--- config.mk ---
export PLATFORM = sky130hd
export DESIGN_NAME = smb_byte_master
export DESIGN_NICKNAME = d
export VERILOG_FILES = /design/src/rtl/smb_pkg.sv /design/src/rtl/smb_tick_div.sv /design/src/rtl/smb_seq.sv /design/src/rtl/smb_irq.sv /design/src/rtl/smb_byte_master.sv
export SDC_FILE = /design/constraint.sdc
export NUM_CORES = 1
export LEC_CHECK = 0
export BUFFER_PORTS_ARGS = -buffer_cell sky130_fd_sc_hd__clkbuf_2
export CAP_MARGIN = 20
export CORE_ASPECT_RATIO = 2
export CORE_MARGIN = 2
export CORE_UTILIZATION = 30
export DETAILED_ROUTE_END_ITERATION = 7
export PLACE_DENSITY = 0.5
export SETUP_SLACK_MARGIN = 0.2
export SLEW_MARGIN = 10
export SYNTH_ARGS = -nofsm -noshare
export SYNTH_HDL_FRONTEND = slang
export SYNTH_SLANG_ARGS = --single-unit
--- constraint.sdc ---
create_clock -name clk_i -period 5.9 [get_ports clk_i]
set_input_delay 0.59 -clock clk_i [delete_from_list [all_inputs] [get_ports clk_i]]
set_output_delay 0.59 -clock clk_i [all_outputs]
set_load 0.01 [all_outputs]
--- src/rtl/smb_pkg.sv ---
package smb_pkg;
  localparam int unsigned NSRC = 4;

  localparam logic [2:0] OFS_CTRL  = 3'd0;
  localparam logic [2:0] OFS_TADDR = 3'd1;
  localparam logic [2:0] OFS_CMD   = 3'd2;
  localparam logic [2:0] OFS_WDATA = 3'd3;
  localparam logic [2:0] OFS_RDATA = 3'd4;
  localparam logic [2:0] OFS_STAT  = 3'd5;
  localparam logic [2:0] OFS_MASK  = 3'd6;

  localparam int unsigned EV_CLIENT = 0;
  localparam int unsigned EV_WR     = 1;
  localparam int unsigned EV_RD     = 2;
  localparam int unsigned EV_NACK   = 3;

  localparam logic [NSRC-1:0] MASK_RST = 4'b0001;

  typedef enum logic [2:0] {
    S_IDLE, S_START, S_BIT, S_RSTART, S_STOP
  } seq_st_e;
endpackage

--- src/rtl/smb_tick_div.sv ---
module smb_tick_div #(
  parameter int unsigned DIV = 8
) (
  input  logic clk_i,
  input  logic rst_ni,
  input  logic en_i,
  output logic tick_o
);
  localparam int unsigned CW = (DIV > 1) ? $clog2(DIV) : 1;
  localparam logic [CW-1:0] LAST = CW'(DIV - 1);

  logic [CW-1:0] cnt_q;

  always_ff @(posedge clk_i or negedge rst_ni) begin
    if (!rst_ni)             cnt_q <= '0;
    else if (!en_i)          cnt_q <= '0;
    else if (cnt_q == LAST)  cnt_q <= '0;
    else                     cnt_q <= cnt_q + 1'b1;
  end

  assign tick_o = en_i && (cnt_q == LAST);
endmodule

--- src/rtl/smb_seq.sv ---
module smb_seq
  import smb_pkg::*;
(
  input  logic       clk_i,
  input  logic       rst_ni,
  input  logic       tick_i,
  input  logic       start_wr_i,
  input  logic       start_rd_i,
  input  logic [6:0] addr_i,
  input  logic [7:0] cmd_i,
  input  logic [7:0] wdata_i,
  input  logic       sda_i,
  output logic       run_o,
  output logic       busy_o,
  output logic       done_o,
  output logic       nack_o,
  output logic       is_rd_o,
  output logic [7:0] rx_o,
  output logic       scl_oe_o,
  output logic       sda_oe_o
);
  seq_st_e    st_q;
  logic [1:0] ph_q;
  logic [3:0] bi_q;
  logic [1:0] seg_q;
  logic [7:0] sh_q, rx_q, cmd_q, wd_q;
  logic [6:0] ad_q;
  logic       rd_q, nack_q, done_q, smp_q, scl_q, sda_q;
  logic [1:0] sda_sync_q;
  logic       rx_phase;

  assign rx_phase = rd_q && (seg_q == 2'd3);

  // SDA input synchroniser; DIV must exceed its latency
  always_ff @(posedge clk_i or negedge rst_ni) begin
    if (!rst_ni) sda_sync_q <= 2'b11;
    else         sda_sync_q <= {sda_sync_q[0], sda_i};
  end

  always_ff @(posedge clk_i or negedge rst_ni) begin
    if (!rst_ni) begin
      st_q   <= S_IDLE;
      ph_q   <= '0;
      bi_q   <= '0;
      seg_q  <= '0;
      sh_q   <= '0;
      rx_q   <= '0;
      cmd_q  <= '0;
      wd_q   <= '0;
      ad_q   <= '0;
      rd_q   <= 1'b0;
      nack_q <= 1'b0;
      done_q <= 1'b0;
      smp_q  <= 1'b1;
      scl_q  <= 1'b0;
      sda_q  <= 1'b0;
    end else begin
      done_q <= 1'b0;
      if (st_q == S_IDLE) begin
        ph_q <= '0;
        if ((start_wr_i || start_rd_i) && !done_q) begin
          st_q   <= S_START;
          rd_q   <= !start_wr_i;
          ad_q   <= addr_i;
          cmd_q  <= cmd_i;
          wd_q   <= wdata_i;
          seg_q  <= '0;
          nack_q <= 1'b0;
        end
      end else if (tick_i) begin
        ph_q <= ph_q + 2'd1;
        case (st_q)
          S_START: begin
            case (ph_q)
              2'd0: begin scl_q <= 1'b0; sda_q <= 1'b0; end
              2'd1: sda_q <= 1'b1;
              2'd3: begin
                scl_q <= 1'b1;
                st_q  <= S_BIT;
                bi_q  <= '0;
                sh_q  <= {ad_q, 1'b0};
              end
              default: ;
            endcase
          end
          S_RSTART: begin
            case (ph_q)
              2'd0: begin scl_q <= 1'b1; sda_q <= 1'b0; end
              2'd1: scl_q <= 1'b0;
              2'd2: sda_q <= 1'b1;
              default: begin
                scl_q <= 1'b1;
                st_q  <= S_BIT;
                bi_q  <= '0;
                sh_q  <= {ad_q, 1'b1};
              end
            endcase
          end
          S_BIT: begin
            case (ph_q)
              2'd0: begin
                scl_q <= 1'b1;
                sda_q <= (bi_q != 4'd8) && !rx_phase && !sh_q[7];
              end
              2'd1: scl_q <= 1'b0;
              2'd2: smp_q <= sda_sync_q[1];
              default: begin
                scl_q <= 1'b1;
                if (bi_q != 4'd8) begin
                  sh_q <= {sh_q[6:0], smp_q};
                  bi_q <= bi_q + 4'd1;
                end else if (rx_phase) begin
                  rx_q <= sh_q;
                  st_q <= S_STOP;
                end else if (smp_q) begin
                  nack_q <= 1'b1;
                  st_q   <= S_STOP;
                end else if (seg_q == 2'd1 && rd_q) begin
                  seg_q <= 2'd2;
                  st_q  <= S_RSTART;
                end else if (seg_q == 2'd2 && !rd_q) begin
                  st_q <= S_STOP;
                end else begin
                  seg_q <= seg_q + 2'd1;
                  bi_q  <= '0;
                  sh_q  <= (seg_q == 2'd0) ? cmd_q : (rd_q ? 8'h00 : wd_q);
                end
              end
            endcase
          end
          S_STOP: begin
            case (ph_q)
              2'd0: begin scl_q <= 1'b1; sda_q <= 1'b1; end
              2'd1: scl_q <= 1'b0;
              2'd2: sda_q <= 1'b0;
              default: begin
                st_q   <= S_IDLE;
                done_q <= 1'b1;
              end
            endcase
          end
          default: st_q <= S_IDLE;
        endcase
      end
    end
  end

  assign run_o    = (st_q != S_IDLE);
  assign busy_o   = run_o || done_q;
  assign done_o   = done_q;
  assign nack_o   = nack_q;
  assign is_rd_o  = rd_q;
  assign rx_o     = rx_q;
  assign scl_oe_o = scl_q;
  assign sda_oe_o = sda_q;

  a_r2_start_busy: assert property (@(posedge clk_i) disable iff (!rst_ni)
    (start_wr_i || start_rd_i) && !busy_o |=> busy_o);
  a_r2_done_single: assert property (@(posedge clk_i) disable iff (!rst_ni)
    done_o |=> !done_o);
  a_r7_lines_free_at_done: assert property (@(posedge clk_i) disable iff (!rst_ni)
    done_o |-> !scl_oe_o && !sda_oe_o);
  a_r10_no_early_idle: assert property (@(posedge clk_i) disable iff (!rst_ni)
    busy_o && !done_o |=> busy_o);
endmodule

--- src/rtl/smb_irq.sv ---
module smb_irq
  import smb_pkg::*;
#(
  parameter int unsigned    N       = NSRC,
  parameter logic [N-1:0]   MASK_RV = MASK_RST
) (
  input  logic         clk_i,
  input  logic         rst_ni,
  input  logic         client_i,
  input  logic [N-1:0] ev_i,
  input  logic [N-1:0] clr_i,
  input  logic         mask_we_i,
  input  logic [N-1:0] mask_d_i,
  output logic [N-1:0] st_o,
  output logic [N-1:0] mask_o,
  output logic         irq_o
);
  logic [2:0]   cs_q;
  logic         rise;
  logic [N-1:0] set_v, st_q, mask_q;

  always_ff @(posedge clk_i or negedge rst_ni) begin
    if (!rst_ni) cs_q <= '0;
    else         cs_q <= {cs_q[1:0], client_i};
  end

  assign rise  = cs_q[1] && !cs_q[2];
  assign set_v = ev_i | {{(N-1){1'b0}}, rise};

  for (genvar g = 0; g < N; g++) begin : g_stat
    // set beats clear so a fresh event is never lost
    always_ff @(posedge clk_i or negedge rst_ni) begin
      if (!rst_ni)       st_q[g] <= 1'b0;
      else if (set_v[g]) st_q[g] <= 1'b1;
      else if (clr_i[g]) st_q[g] <= 1'b0;
    end
  end

  always_ff @(posedge clk_i or negedge rst_ni) begin
    if (!rst_ni)        mask_q <= MASK_RV;
    else if (mask_we_i) mask_q <= mask_d_i;
  end

  assign st_o   = st_q;
  assign mask_o = mask_q;
  assign irq_o  = |(st_q & ~mask_q);

  a_r6_event_sets: assert property (@(posedge clk_i) disable iff (!rst_ni)
    ev_i[EV_WR] |=> st_q[EV_WR]);
  a_r5_w1c_clears: assert property (@(posedge clk_i) disable iff (!rst_ni)
    (clr_i != '0) && (set_v == '0) |=> ((st_q & $past(clr_i)) == '0));
endmodule

--- src/rtl/smb_byte_master.sv ---
module smb_byte_master
  import smb_pkg::*;
#(
  parameter int unsigned DIV = 8
) (
  input  logic       clk_i,
  input  logic       rst_ni,
  input  logic [2:0] reg_addr_i,
  input  logic       reg_we_i,
  input  logic [7:0] reg_wdata_i,
  output logic [7:0] reg_rdata_o,
  input  logic       client_irq_i,
  input  logic       sda_i,
  output logic       scl_oe_o,
  output logic       sda_oe_o,
  output logic       irq_o
);
  logic [6:0]      taddr_q;
  logic [7:0]      cmd_q, wd_q, rdata_q, seq_rx;
  logic            tick, run, busy, done, nack, is_rd;
  logic            ctrl_we, start_wr, start_rd;
  logic [NSRC-1:0] ev, clr, st, mask;

  assign ctrl_we  = reg_we_i && (reg_addr_i == OFS_CTRL) && !busy;
  assign start_wr = ctrl_we && reg_wdata_i[0];
  assign start_rd = ctrl_we && !reg_wdata_i[0] && reg_wdata_i[1];

  always_ff @(posedge clk_i or negedge rst_ni) begin
    if (!rst_ni) begin
      taddr_q <= '0;
      cmd_q   <= '0;
      wd_q    <= '0;
    end else if (reg_we_i) begin
      if (reg_addr_i == OFS_TADDR) taddr_q <= reg_wdata_i[6:0];
      if (reg_addr_i == OFS_CMD)   cmd_q   <= reg_wdata_i;
      if (reg_addr_i == OFS_WDATA) wd_q    <= reg_wdata_i;
    end
  end

  always_ff @(posedge clk_i or negedge rst_ni) begin
    if (!rst_ni)                      rdata_q <= '0;
    else if (done && is_rd && !nack)  rdata_q <= seq_rx;
  end

  smb_tick_div #(.DIV(DIV)) u_div (
    .clk_i (clk_i),
    .rst_ni(rst_ni),
    .en_i  (run),
    .tick_o(tick)
  );

  smb_seq u_seq (
    .clk_i     (clk_i),
    .rst_ni    (rst_ni),
    .tick_i    (tick),
    .start_wr_i(start_wr),
    .start_rd_i(start_rd),
    .addr_i    (taddr_q),
    .cmd_i     (cmd_q),
    .wdata_i   (wd_q),
    .sda_i     (sda_i),
    .run_o     (run),
    .busy_o    (busy),
    .done_o    (done),
    .nack_o    (nack),
    .is_rd_o   (is_rd),
    .rx_o      (seq_rx),
    .scl_oe_o  (scl_oe_o),
    .sda_oe_o  (sda_oe_o)
  );

  always_comb begin
    ev            = '0;
    ev[EV_WR]     = done && !is_rd;
    ev[EV_RD]     = done && is_rd;
    ev[EV_NACK]   = done && nack;
  end

  assign clr = (reg_we_i && reg_addr_i == OFS_STAT) ? reg_wdata_i[NSRC-1:0] : '0;

  smb_irq u_irq (
    .clk_i    (clk_i),
    .rst_ni   (rst_ni),
    .client_i (client_irq_i),
    .ev_i     (ev),
    .clr_i    (clr),
    .mask_we_i(reg_we_i && reg_addr_i == OFS_MASK),
    .mask_d_i (reg_wdata_i[NSRC-1:0]),
    .st_o     (st),
    .mask_o   (mask),
    .irq_o    (irq_o)
  );

  always_comb begin
    case (reg_addr_i)
      OFS_CTRL:  reg_rdata_o = {7'b0, busy};
      OFS_TADDR: reg_rdata_o = {1'b0, taddr_q};
      OFS_CMD:   reg_rdata_o = cmd_q;
      OFS_WDATA: reg_rdata_o = wd_q;
      OFS_RDATA: reg_rdata_o = rdata_q;
      OFS_STAT:  reg_rdata_o = {{(8-NSRC){1'b0}}, st};
      OFS_MASK:  reg_rdata_o = {{(8-NSRC){1'b0}}, mask};
      default:   reg_rdata_o = 8'h00;
    endcase
  end

  a_r9_rdata_hold: assert property (@(posedge clk_i) disable iff (!rst_ni)
    !(done && is_rd && !nack) |=> $stable(rdata_q));
endmodule

# Word-level counts from Yosys, hierarchy flattened
# Cells that the tools add are included.
dict set report totals {
  ff_bits 103
  latch_bits 0
  ram_bits 0
  mem_bits_ro 0
  in_bits 16
  out_inout_bits 11
  word_cells 219
  memories 0
}
dict set report classes {
  n_addsub 4
  n_mul 0
  div_mod_pow 0
  magnitude_cmp 0
  eq_ne 44
  shifts 0
  muxes 78
  bitwise 6
  n_reduce_logical 60
}
# cell n
set ops {}
lappend ops {{$mux 8} 10}
lappend ops {{$pmux 8 s7} 1}
lappend ops {{$mux 3} 14}
lappend ops {{$mux 4} 9}
lappend ops {{$ne 3x2->1 const B} 9}
lappend ops {{$mux 2} 12}
lappend ops {{$pmux 8 s3} 1}
lappend ops {{$mux 1} 21}
lappend ops {{$logic_and 1x1->1} 19}
lappend ops {{$reduce_and 8->1} 2}
lappend ops {{$eq 3x3->1 const B} 5}
lappend ops {{$ne 2x2->1 const B} 7}
lappend ops {{$reduce_and 7->1} 2}
lappend ops {{$reduce_bool 2->1} 7}
lappend ops {{$eq 3x2->1 const B} 4}
lappend ops {{$ne 3x1->1 const B} 4}
lappend ops {{$pmux 1 s2} 6}
lappend ops {{$pmux 3 s4} 1}
lappend ops {{$pmux 4 s3} 1}
lappend ops {{$reduce_and 6->1} 2}
lappend ops {{$reduce_and 10->1} 1}
lappend ops {{$logic_not 1->1} 9}
lappend ops {{$reduce_bool 3->1} 3}
lappend ops {{$eq 2x2->1 const B} 4}
lappend ops {{24 further kinds} 38}

# Logic depth before layout (Yosys ltp)
# Gate-level depths: netlist of run 1.
dict set report depth {
  ltp_word 11
  mapped_depth 9
  depth_no_buf 7
}

# Hierarchy
# A second synthesis of run 1 with hierarchy kept.
dict set report hier_totals {
  cells_unflattened 440
  area_unflattened_um2 5200.0
}
# mod instances cells_per_inst area_each_um2 seq_area_each_um2
set by_module_without_submodules {}
lappend by_module_without_submodules {smb_seq 1 266 2897.8 1455.1}
lappend by_module_without_submodules {smb_byte_master 1 137 1766.7 775.7}
lappend by_module_without_submodules {smb_irq 1 28 400.4 276.5}
lappend by_module_without_submodules {smb_tick_div 1 9 135.1 75.1}

# Worst setup path before layout of run 1
# OpenSTA, ideal clock, no wires.
dict set report synth_path {
  path_type {in2out}
  start {input port reg_addr_i[0]}
  end {output port reg_rdata_o[1]}
  arrival_time_ps 1728
  required_ps 5310
  slack_ps 3582
  stages 6
  n_path_buf 2
  cell_sequence {clkbuf_1 > buf_1 > mux2i_1 > nor2_1 > a21oi_1 > a21oi_1}
}
dict set report synth_between {
  elab_chain_len 2
  elab_cells_between_ends 8
  cone_classes {6 x eq/ne; 1 x mux; 1 x reduce/logical}
}
# element line_no
set synth_rtl {}
lappend synth_rtl {{start, declared} smb_byte_master.sv:8} ;# input logic [2:0] reg_addr_i,
lappend synth_rtl {{$eq 3x3->1 (tied with other cells)} smb_byte_master.sv:95} ;# case (reg_addr_i)
lappend synth_rtl {{$pmux 8 s7 (*)} smb_byte_master.sv:95}
lappend synth_rtl {{end, declared} smb_byte_master.sv:11} ;# output logic [7:0] reg_rdata_o,
# Mark *: on every way between the ends. The rest lies on a longest branch, timed or not.

# Worst setup path in the final report of run 1
dict set report layout_path {
  start {register u_seq.st_q[1]}
  end {output port reg_rdata_o[0]}
}
dict set report layout_between {
  elab_chain_len 3
}
# element line_no
set layout_rtl {}
lappend layout_rtl {{start, declared} smb_seq.sv:22} ;# seq_st_e st_q;
lappend layout_rtl {{start signal, assigned} smb_seq.sv:42} ;# st_q <= S_IDLE;
lappend layout_rtl {{start signal, assigned} smb_seq.sv:62} ;# st_q <= S_START;
lappend layout_rtl {{start signal, assigned} smb_seq.sv:79} ;# st_q <= S_BIT;
lappend layout_rtl {{$reduce_bool 3->1} smb_seq.sv:148} ;# assign run_o = (st_q != S_IDLE);
lappend layout_rtl {{$logic_or 1x1->1} smb_seq.sv:149} ;# assign busy_o = run_o || done_q;
lappend layout_rtl {{$pmux 8 s7} smb_byte_master.sv:95}
# Every way passes these cells.

==> results.md, run 1 <==
Power:
- In this run, the clock network consumes 30.6% of the power.
- The net switching power is 0.000566 W.
- The power density of the placed cells is 348 nW/µm².
- The relative contribution of sequential cells to total power is 49.5%.
- Cell internal power was estimated by the tool at 0.00138 W.
- The logic gate share of total power is 19.9%.
- The proportion of total power due to net switching is 29.1%.
- The leakage power total is 2.43 nW.
- VDD sags by at most 144 µV.

Yosys:
- The commonest cells after synthesis are dfrtp_1 (99), mux2_2 (76), nand2_1 (34).
- The area share of the largest cell type after synthesis is 49.9%.
- The fraction of registers with async set/reset is 100%.
- The gate count after technology mapping is 436.
- The register area share after synthesis is 52.0%.
- The net count after synthesis is 464.
- In this run, synthesis produced a sequential element count of 103.
- The post-synthesis instance area is 4960 µm².
- Summed over all instances, the cell type with the most area after synthesis is dfrtp_1.
- The synthesized area per cell is 11.4 µm².
- Yosys attributes the largest share of cell area to dfrtp_1 (50%), mux2_2 (17%), ha_1 (3.0%).
- The count of warnings emitted by yosys is 0.
- The dominant synthesized flop cell is dfrtp_1.
- The netlist uses 52 different library cells.
- The most frequent cell after synthesis is dfrtp_1.
- Yosys mapped a number of flops with a built-in enable equal to 0.

Placement:
- The port buffer count is 26.
- The cell count after placement is 646.
- Detailed placement ended at an HPWL of 9170 µm.
- The placer congestion estimate is 0.835.

Outcome:
- The flow ran to the end, and the final reports show no timing, DRC or antenna violations.

Global route:
- Across every metal layer, demand over resource in global routing totals 15.2%.
- The wire length of the first global-routing pass is 20,200 µm.
- The remaining global-route overflow is 0.
- The largest net degree at the start of global routing is 55.
- The number of global-route vias before repair was 3,703.
- The initial antenna violation count is 0.

Critical path:
- The arrival time at the worst endpoint is 2140 ps.
- The largest fanout of any net on the critical path is 12.
- The worst setup path is of the register to output port kind.
- The kind of end point of the critical path is an output port.
- The category of the worst setup path launch point is a register.
- The required time of the critical path is 5310 ps.
- The depth of the worst register-to-register path is 8.

Clock tree:
- The count of cells resized by post-cts repair is 0.
- The clock reaches the later pin of the worst-skew pair after 350 ps.
- The number of clock sinks is 103.
- TritonCTS built the clock tree.
- The cell sitting at the root of the clock tree is a clkbuf_16.
- Hold repair after CTS inserted 0 buffers.
- The post-CTS setup repair buffer count is 0.
- The number of levels the H-tree was split into is 3.
- Counting the buffers created by CTS gives 9.
- Counting along the longest clock path gives a buffer depth of 2.
- Clock-pin slew was measured on the worst setup and hold paths at 70 ps.

Die:
- In this run the core area contains 66 standard-cell rows.
- The effective utilization at floorplan is 30.5%.
- 27 I/O pins were placed.
- The floorplan step defined a die boundary enclosing 17,700 µm².
- The core region is 16,300 µm².
- From left edge to right edge, the die measures 95.0 µm.
- From bottom edge to top edge, the die measures 186 µm.

Routing:
- The DRC violation count after routing is 0.
- For this run, the detailed router's first-pass iteration total came to 4.
- The routed layout has 3,439 vias.
- The number of design-rule violations left by the first detailed-router iteration is 200.
- Summed over all layers, the routed wires come to 12,300 µm.
- The post-detailed-route via-to-cell ratio is 5.19.
- The antenna violation net count after detailed routing is 0.
- The per-cell routed wire length is 18.6 µm.

Timing:
- The slew of the pin with the lowest slew margin is 921 ps.
- The headroom to the max-slew limit is 38.5%.
- The count of endpoints failing hold in the final timing report is 0.
- The final-report setup violation count is 0.
- The minimum clock period after layout is 2730 ps.
- After layout, the worst path uses 46.2% of the clock period.
- Derived from the worst setup path, the maximum achievable clock frequency is 367 MHz.
- Setup repair after global routing left no endpoint under its margin.
- The final-report max-slew violation count was 0.
- On the final layout, the worst clock skew is 6.44 ps.
- Adding up every negative setup slack in the final design gives 0 ps.

Min path:
- The worst min-delay path category is primary input to async pin.

Finish:
- The post-route netlist has 29.2% of its cells at a drive strength greater than 1.
- At the end of the flow, the number of nets in the layout was 482.
- The number of antenna diodes in the final layout is 0.
- Leaving out filler cells and counting taps, the final layout contains 663.
- From synthesis to final layout, the design area changed by 12.6%.

Flow run:
- The max-cap violation count is 0.
-- cell families (layout without fill, tap and decap cells) --
logic type	after synthesis	in the layout	share of synthesized area, %
xor gates and xnor gates	1	1	0.176
adders and majority gates	12	12	3.02
AOI/OAI and AO/OA	93	93	12.4
buffers and inverters	39	62	3.23
DFF	103	103	52.0
and+or+nand+nor	104	104	10.3
muxes	84	84	18.9
-- layer usage --
metal  routed length (µm)  vias up  global-route usage [%]
met1                 4520     1729                    16.0
met2                 6780       75                    27.7
met4                  710        0                    9.86
li1                     -     1599                       -
met3                  305       36                    1.98
met5                    0        -                       0
-- metrics by stage --
| step | power [W] | utilization (%) | hold slack (ps) | worst slack, ps | instance area, µm² |
|---|---|---|---|---|---|
| after floorplan | 0.00122 | - | 294 | 3580 | 4960 |
| after global placement | 0.00135 | 32.5 | 338 | 2970 | 5280 |
| after detailed placement | 0.00136 | 32.5 | 339 | 2900 | 5280 |
| after CTS | 0.00197 | 34.3 | 289 | 3110 | 5570 |
| after global routing | 0.00205 | 34.4 | 317 | 3010 | 5590 |
| final | 0.00194 | 34.4 | 258 | 3170 | 5590 |
-- registers in the layout, indices dropped and copies added (netlist names), 7 cells and up --
register / count
taddr_q: 7
u_seq.rx_o: 8
u_seq.sh_q: 8
u_seq.ad_q: 7
cmd_q: 8
rdata_q: 8
u_seq.wd_q: 8
u_seq.cmd_q: 8
wd_q: 8
-- path summary, 6_finish.rpt --
path / slack (ps) / start / to
max in group asynchronous: 4500 / rst_ni / rdata_q[3]
worst min register to register: 350 / u_irq.cs_q[0] / u_irq.cs_q[1]
worst max-delay path: 3170 / u_seq.st_q[1] / reg_rdata_o[0]
min in group clk_i: 320 / sda_i / u_seq.sda_sync_q[0]
worst max register to register: 3320 / u_div.cnt_q[0] / u_seq.bi_q[3]
worst min-delay path: 260 / rst_ni / u_seq.ph_q[1]
-- critical path, stage by stage, from the launching register on --
cell and delay, ps:
dfrtp_1 580, or3_1 580, o311ai_0 330, o211ai_1 140
clkbuf_2 160
-- power by group through the flow --
stage                     Sequential [W]  Combinational [W]  Clock [W]
after detailed placement        0.000973           0.000391          0
after global placement          0.000967           0.000379          0
after floorplan                 0.000919           0.000304          0
final                           0.000962           0.000387   0.000596
after global routing            0.000981           0.000431   0.000636
after CTS                       0.000959           0.000393   0.000615
-- area by class of cell --
type | count | area [µm²]
well taps | 204 | 255
clock buffers | 12 | 246
fillers | 1633 | 10700
clock inverters | 4 | 45.0
repair buffers | 31 | 178
flip-flops and latches | 103 | 2580
multi-input cells | 294 | 2230
inverters | 15 | 56.3
-- cell usage in the layout (no fill, tap or decap), types with 2 or more instances in the layout --
cell type  count
a211oi_1       8
a21oi_1       24
a221oi_1       3
a22o_1         5
a22oi_1       11
and2_1         2
buf_4          5
clkbuf_1       2
clkbuf_16      9
clkbuf_2      25
clkinv_2       3
dfrtp_1       99
dfstp_2        4
ha_1          12
inv_1         14
mux2_2        76
mux2i_1        8
nand2_1       34
nand2b_1       4
nand3_1        7
nand3b_1       2
nor2_1        33
nor2b_1        4
nor3_1         4
o211ai_1       5
o21ai_0       22
or2_2          2
or3_1          3
(Power assumes the default switching activity.)
==> inputs of run 2 (changes only) <==
- PLACE_DENSITY: 0.5 -> 0.52
- clock period: 5.9 -> 2.28 ns (I/O delays scaled with it)
==> run 2 against run 1 <==
Final area grew 4.7%. Sequential power rose to 2.5 times the previous value. Clock power is 140% higher. Final cell count grew 4.4%. Critical path depth unchanged. Clock skew about the same. Combinational power grew to 3.1 times the previous value. Wire length fell by 1.4%. Core utilization rose by 1.6 points. Via count increased by 2.6%.
==> results.md, run 2 (synthesis results as in run 1) <==
Timing:
- The final-report max-slew violation count was 0.
- The minimum clock period after layout is 2040 ps.
- The headroom to the max-slew limit is 56.4%.
- Final hold analysis gives a worst-case slack of 123 ps.
- For the pin with the worst max-slew slack, the measured transition is 654 ps.
- The count of endpoints failing hold in the final timing report came to 0.
- The share of the clock period used by the worst path after layout is 89.3%.
- Setup repair after global routing left no endpoint under its margin.
- The maximum clock skew at final layout is 6.37 ps.
- The final-report setup violation count is 0.
- The maximum clock frequency is 491 MHz.
- In the final timing run, aggregate negative setup slack is 0 ps.

Critical path:
- The critical path in this run is classified as register to output port.
- The stage delay of the slowest cell on the critical path is 480 ps.
- The required time of the critical path is 2050 ps.
- Data on the critical path arrives at its endpoint at 1810 ps.
- For the worst flop-to-flop path, the logic depth is 8.
- Along the worst path, the maximum fanout reaches 7.
- Walking the worst path, the cells encountered are or3_4, o311ai_4, o211ai_1, buf_2.
- The start of the worst register-to-register path is u_seq.seg_q[0].
- The critical path starts at u_seq.st_q[1].
- The capture instance of the worst register-to-register path is u_seq.bi_q[3].
- On the critical path, the stage with the largest delay is an instance of dfrtp_2.
- STA classifies the critical path startpoint as a register.
- The slack of the worst reg-to-reg path is 310 ps.
- The most critical setup path has its endpoint at reg_rdata_o[0].
- The worst setup path is captured at an output port.

Routing:
- The detailed-route wire length is 12,100 µm.
- The detail route stage leaves a number of antenna-violating nets equal to 0.
- The post-detailed-route via-to-cell ratio is 5.10.
- The DRC violation count after routing is 0.
- The first detailed-routing pass ran for 5 iterations.
- The number of design-rule violations left by the first detailed-router iteration is 169.
- The final route contains 3,529 vias.
- Dividing the detail-routed wire length by the instance count gives 17.5 µm.

Finish:
- The repair_antennas step left the layout with diodes totalling 0.
- The most frequent standard cell in the layout excluding fill and tap cells is dfrtp_1.
- The area growth from synthesis to layout is 17.9%.
- The count of non-filler cells in the finished layout is 692.
- In the layout the commonest cells are dfrtp_1 (97), mux2_2 (76), nand2_1 (34), nor2_1 (33), buf_4 (29).
- At the end of the flow the core is filled with cells to 36.0%.
- The number of nets in the finished design is 511.
- Cells with a size suffix above 1 make up 34.6% of the layout.

Global route:
- Entering global routing, the biggest net connects 48 pins.
- The number of global-route vias before repair came to 3,688.
- The wire length of the first global-routing pass is 19,600 µm.
- The remaining global-route overflow is 0.
- The initial antenna violation count came to 0.
- The total global-route track usage is 14.7%.

Clock tree:
- The clock latency on the worst-skew pair is 360 ps.
- The number of clock sinks is 103.
- The root cell of the clock tree is clkbuf_16.
- The maximum number of buffers from clock root to sink is 2.
- The clock transition at the register clock pins on the worst setup and hold paths after CTS is 70 ps.
- The H-tree was split into 3 levels.
- Clock tree synthesis inserted a total of 9 buffers.
- The clock tree from TritonCTS is built.

Die:
- The area of the core is 16,300 µm².
- The cell row count is 66.
- The overall die area is 17,700 µm².
- The floorplan step set the die width to 95.0 µm.
- The die height is 186 µm.
- The number of top-level pins is 27.
- The effective utilization at floorplan is 30.5%.

Flow run:
- The max-cap violation count is 0.

Min path:
- The worst hold path begins at reg_wdata_i[7].
- The worst min-delay path category is primary input to register.

Power:
- The overall power after layout is 0.00509 W.
- IR analysis of the VDD net gives a maximum drop of 498 µV.
- In this run the static leakage power is 2.56 nW.
- For this design the ratio of total power to cell area is 869 nW/µm².

Placement:
- The cell count after placement is 670.
- At the end of routability-driven placement, the weighted congestion stood at 0.889.
- The HPWL after detailed placement is 9190 µm.
- The port buffer count is 26.

Outcome:
- The flow ran to the end, and the final reports show no timing, DRC or antenna violations.
## run 2: changes by cell type in the layout (fill, tap and decap cells not counted), moves of 2 or more
cell           before  now
dfrtp_2             0    2
dlygate4sd3_1       0    3
dfrtp_1            99   97
buf_4               5   29
clkbuf_1            2    0
clkinvlp_4          0    4
buf_12              0    2
## run 2: how the worst min path moves through the flow
stage                          end  slack [ps]  cells past startpoint
detailed placement  u_seq.sda_oe_o         290                      1
global placement    u_seq.sda_oe_o         290                      1
finish                     wd_q[7]         120                      2
floorplan                 cmd_q[0]         -70                      0
global route               wd_q[7]         130                      2
CTS                        wd_q[7]         120                      2
## run 2: worst max-delay path: cells and delay by family (launching register included)
family / cells / cell delay, ps
flops: 1 / 480
compound gates: 2 / 380
simple gates: 1 / 440
buf+inv: 1 / 160
## run 2: power by group
group | internal [W] | switching [W] | leakage, nW | total (W)
combinational | 0.000611 | 0.000583 | 1.11 | 0.00119
clock | 0.000740 | 0.000706 | 0.124 | 0.00145
sequential | 0.00219 | 0.000252 | 1.32 | 0.00245
total | 0.00354 | 0.00154 | 2.56 | 0.00509
## run 2: final cells by class
| cell class | count | area, µm² |
|---|---|---|
| fill | 1597 | 10400 |
| sequential | 103 | 2580 |
| multi-input combinational | 294 | 2260 |
| timing repair buffer | 60 | 424 |
| tap | 204 | 255 |
| clock buffer | 9 | 225 |
| inverter | 15 | 56.3 |
| clock inverter | 7 | 48.8 |
## run 2: routing by layer
layer	global-route usage, %	wire [µm]	vias to the layer above
li1	-	-	1668
met1	15.4	4540	1770
met2	27.7	6930	66
met3	2.11	278	25
met4	7.19	393	0
met5	0	0	-
## run 2: stage by stage
step,worst slack (ps),instance area [µm²]
2_1_floorplan,276,4960
3_3_place_gp,298,5490
3_5_place_dp,272,5490
4_1_cts,211,5810
5_1_grt,211,5850
6_report,243,5850
## run 2: what timing repair did
action / in CTS / in global routing
endpoints found under the setup margin: 1 / 4
hold buffers: 3 / 0
pin swaps: 1 / 2
endpoints found under the hold margin: 46 / 0
setup buffers: 1 / 2
resized for setup: 5 / 6
==> inputs of run 3 (changes only) <==
- PLACE_DENSITY: 0.52 -> 0.5
- clock period: 2.28 -> 2.31 ns (I/O delays scaled with it)
==> run 3 against run 2 <==
Clock power is 12% higher. Critical endpoint unchanged. Critical path depth rose by 1. Sequential cell count unchanged. Sequential share of layout area shrank 0.29 points. Sequential power decreased by 2%.
==> results.md, run 3 (synthesis results as in run 1) <==
Outcome:
- The run finished with clean final reports.

Timing:
- For the pin with the worst max-slew slack, the measured transition is 578 ps.
- The worst-case setup margin in the final layout is 254 ps.
- The count of endpoints failing hold in the final timing report is 0.
- The worst pin sits at a relative slew slack of 61.3%.
- The final setup TNS is 0 ps.
- Of the available clock period, the critical path in the final layout requires 89.0%.
- Derived from the worst setup path, the maximum achievable clock frequency is 486 MHz.
- The final-report max-slew violation count is 0.
- Counting I/O delays and the setup requirement, the final critical path takes 2060 ps.
- Setup repair after global routing left no endpoint under its margin.
- For the final database, setup skew stands at 7.03 ps.
- The final-report setup violation count is 0.

Finish:
- The area growth from synthesis to layout is 18.7%.
- The post-route netlist has 34.2% of its cells at a drive strength greater than 1.
- Leaving out fill and tap cells, the most frequent cells in the layout are dfrtp_1 (97), mux2_2 (76), nand2_1 (34), nor2_1 (33), buf_4 (30).
- The register cell area after layout is 2580 µm².
- The antenna diode count is 0.
- The multi-input gate area in the final layout is 2250 µm².
- The cell area after layout is 5890 µm².
- In the final design database the tool counted 512 nets.
- The fill cell total of the finished layout is 1,609.
- The most frequent standard cell in the layout excluding fill and tap cells is dfrtp_1.

Die:
- The number of top-level pins is 27.
- The effective utilization at floorplan is 30.5%.
- The horizontal die dimension is 95.0 µm.
- The overall die area is 17,700 µm².
- The area of the core is 16,300 µm².
- From bottom edge to top edge, the die measures 186 µm.
- The cell row count is 66.

Power:
- The worst vdd rail ir drop is 480 µV.
- Summing internal, switching and leakage power gives 0.00523 W.
- In this run the static leakage power is 2.59 nW.
- The power density of the placed cells is 888 nW/µm².

Routing:
- The final layout contains routed wiring with a total length of 12,600 µm.
- The detailed router finished its first iteration with 250 violations.
- The post-detailed-route via-to-cell ratio is 5.11.
- Dividing the detail-routed wire length by the instance count gives 18.2 µm.
- The antenna violation net count after detailed routing is 0.
- Detailed routing inserted a total of 3,540 vias.
- Before antenna repair, the detailed router went through 4 iterations.
- After detailed routing, the number of remaining DRC violations is 0.

Min path:
- The terminating pin of the worst hold path is wd_q[7].
- The worst min-delay path category is primary input to register.
- The startpoint identified for the worst hold timing path is reg_wdata_i[7].
- The hold path depth is 2.

Placement:
- Once detailed placement completed, the half-perimeter wirelength came to 9290 µm.
- After detailed placement, the total cell area comes to 5470 µm².
- The placer congestion estimate is 0.829.
- The setup slack at placement is 208 ps.
- The port buffer count is 26.

Clock tree:
- The maximum number of buffers from clock root to sink is 2.
- The total clock buffers created by CTS is 9.
- The number of clock sinks is 103.
- After clock tree synthesis, the clock-pin slew on the worst setup and hold paths is 70 ps.
- The root cell of the clock tree is clkbuf_16.
- The clock reaches the later pin of the worst-skew pair after 350 ps.
- The number of levels the H-tree was split into is 3.
- TritonCTS built the clock tree.

Critical path:
- For flop-to-flop paths, the worst setup slack is 330 ps.
- The arrival time at the worst endpoint is 1820 ps.
- The largest fanout of any net on the critical path is 13.
- The worst setup path is launched from a register.
- The required time of the critical path is 2080 ps.
- The kind of end point of the critical path is an output port.
- The worst register-to-register path ends at u_seq.seg_q[0].
- The critical path class is register to output port.
- The start of the worst register-to-register path is u_seq.st_q[1].
- The depth of the worst register-to-register path is 6.

Global route:
- Entering global routing, the biggest net connects 54 pins.
- The routing usage on met2 is 27.7%.
- In the global route stage, met3 resource usage came out at 1.86%.
- The wire length of the first global-routing pass is 20,000 µm.
- In the global route stage, met1 resource usage came out at 16.6%.
- The number of global-route vias before repair was 3,616.
- The remaining global-route overflow is 0.
- The initial antenna violation count is 0.
- met2 is the most crowded layer.
- Across every metal layer, demand over resource in global routing totals 15.2%.

Flow run:
- The max-cap violation count is 0.
run 3: worst max-delay path by stage:
stage / from / to / slack (ps) / cells past startpoint
5_1_grt: u_seq.st_q[2] / reg_rdata_o[0] / 160 / 5
3_3_place_gp: u_seq.seg_q[1] / u_seq.bi_q[3] / 230 / 6
3_5_place_dp: u_seq.seg_q[1] / u_seq.bi_q[3] / 210 / 6
2_1_floorplan: u_div.cnt_q[0] / u_seq.bi_q[3] / 310 / 8
4_1_cts: u_seq.st_q[2] / reg_rdata_o[0] / 210 / 5
6_report: u_seq.st_q[2] / reg_rdata_o[0] / 250 / 5
run 3: report_power, final:
| group | leakage (nW) | internal, W | switching, W | total, W |
|---|---|---|---|---|
| Combinational | 1.12 | 0.000603 | 0.000594 | 0.00120 |
| Clock | 0.148 | 0.000947 | 0.000680 | 0.00163 |
| Sequential | 1.32 | 0.00216 | 0.000239 | 0.00240 |
| Total | 2.59 | 0.00371 | 0.00151 | 0.00523 |
run 3: worst max-delay path: stages (launching register included):
cell	delay [ps]
dfrtp_1	390
buf_6	150
or3_4	400
o311ai_2	240
o211ai_1	140
buf_2	160
run 3: cell type report:
type,instances,area share [%]
clock buffer,10,3.89
inverter,15,0.956
clock inverter,6,1.44
sequential,103,43.9
tap,204,4.33
timing repair buffer,61,7.33
multi-input combinational,294,38.2
run 3: stage by stage:
stage / hold slack, ps / util (%) / cells
detailed placement: 216 / 33.6 / 667
global placement: 208 / 33.6 / 667
floorplan: -64.6 / - / 436
global route: 135 / 36.2 / 693
CTS: 125 / 35.9 / 689
finish: 132 / 36.2 / 693
run 3: layer usage:
| layer | wire length (µm) | up-vias |
|---|---|---|
| li1 | - | 1656 |
| met1 | 4780 | 1798 |
| met2 | 7040 | 61 |
| met3 | 286 | 25 |
| met4 | 475 | 0 |
| met5 | 0 | - |
run 3: what timing repair did:
item,in CTS,in global routing
setup buffers,3,4
pin swaps,0,4
hold buffers,3,0
setup endpoints to repair,3,4
resized for setup,5,4
endpoints found under the hold margin,28,0
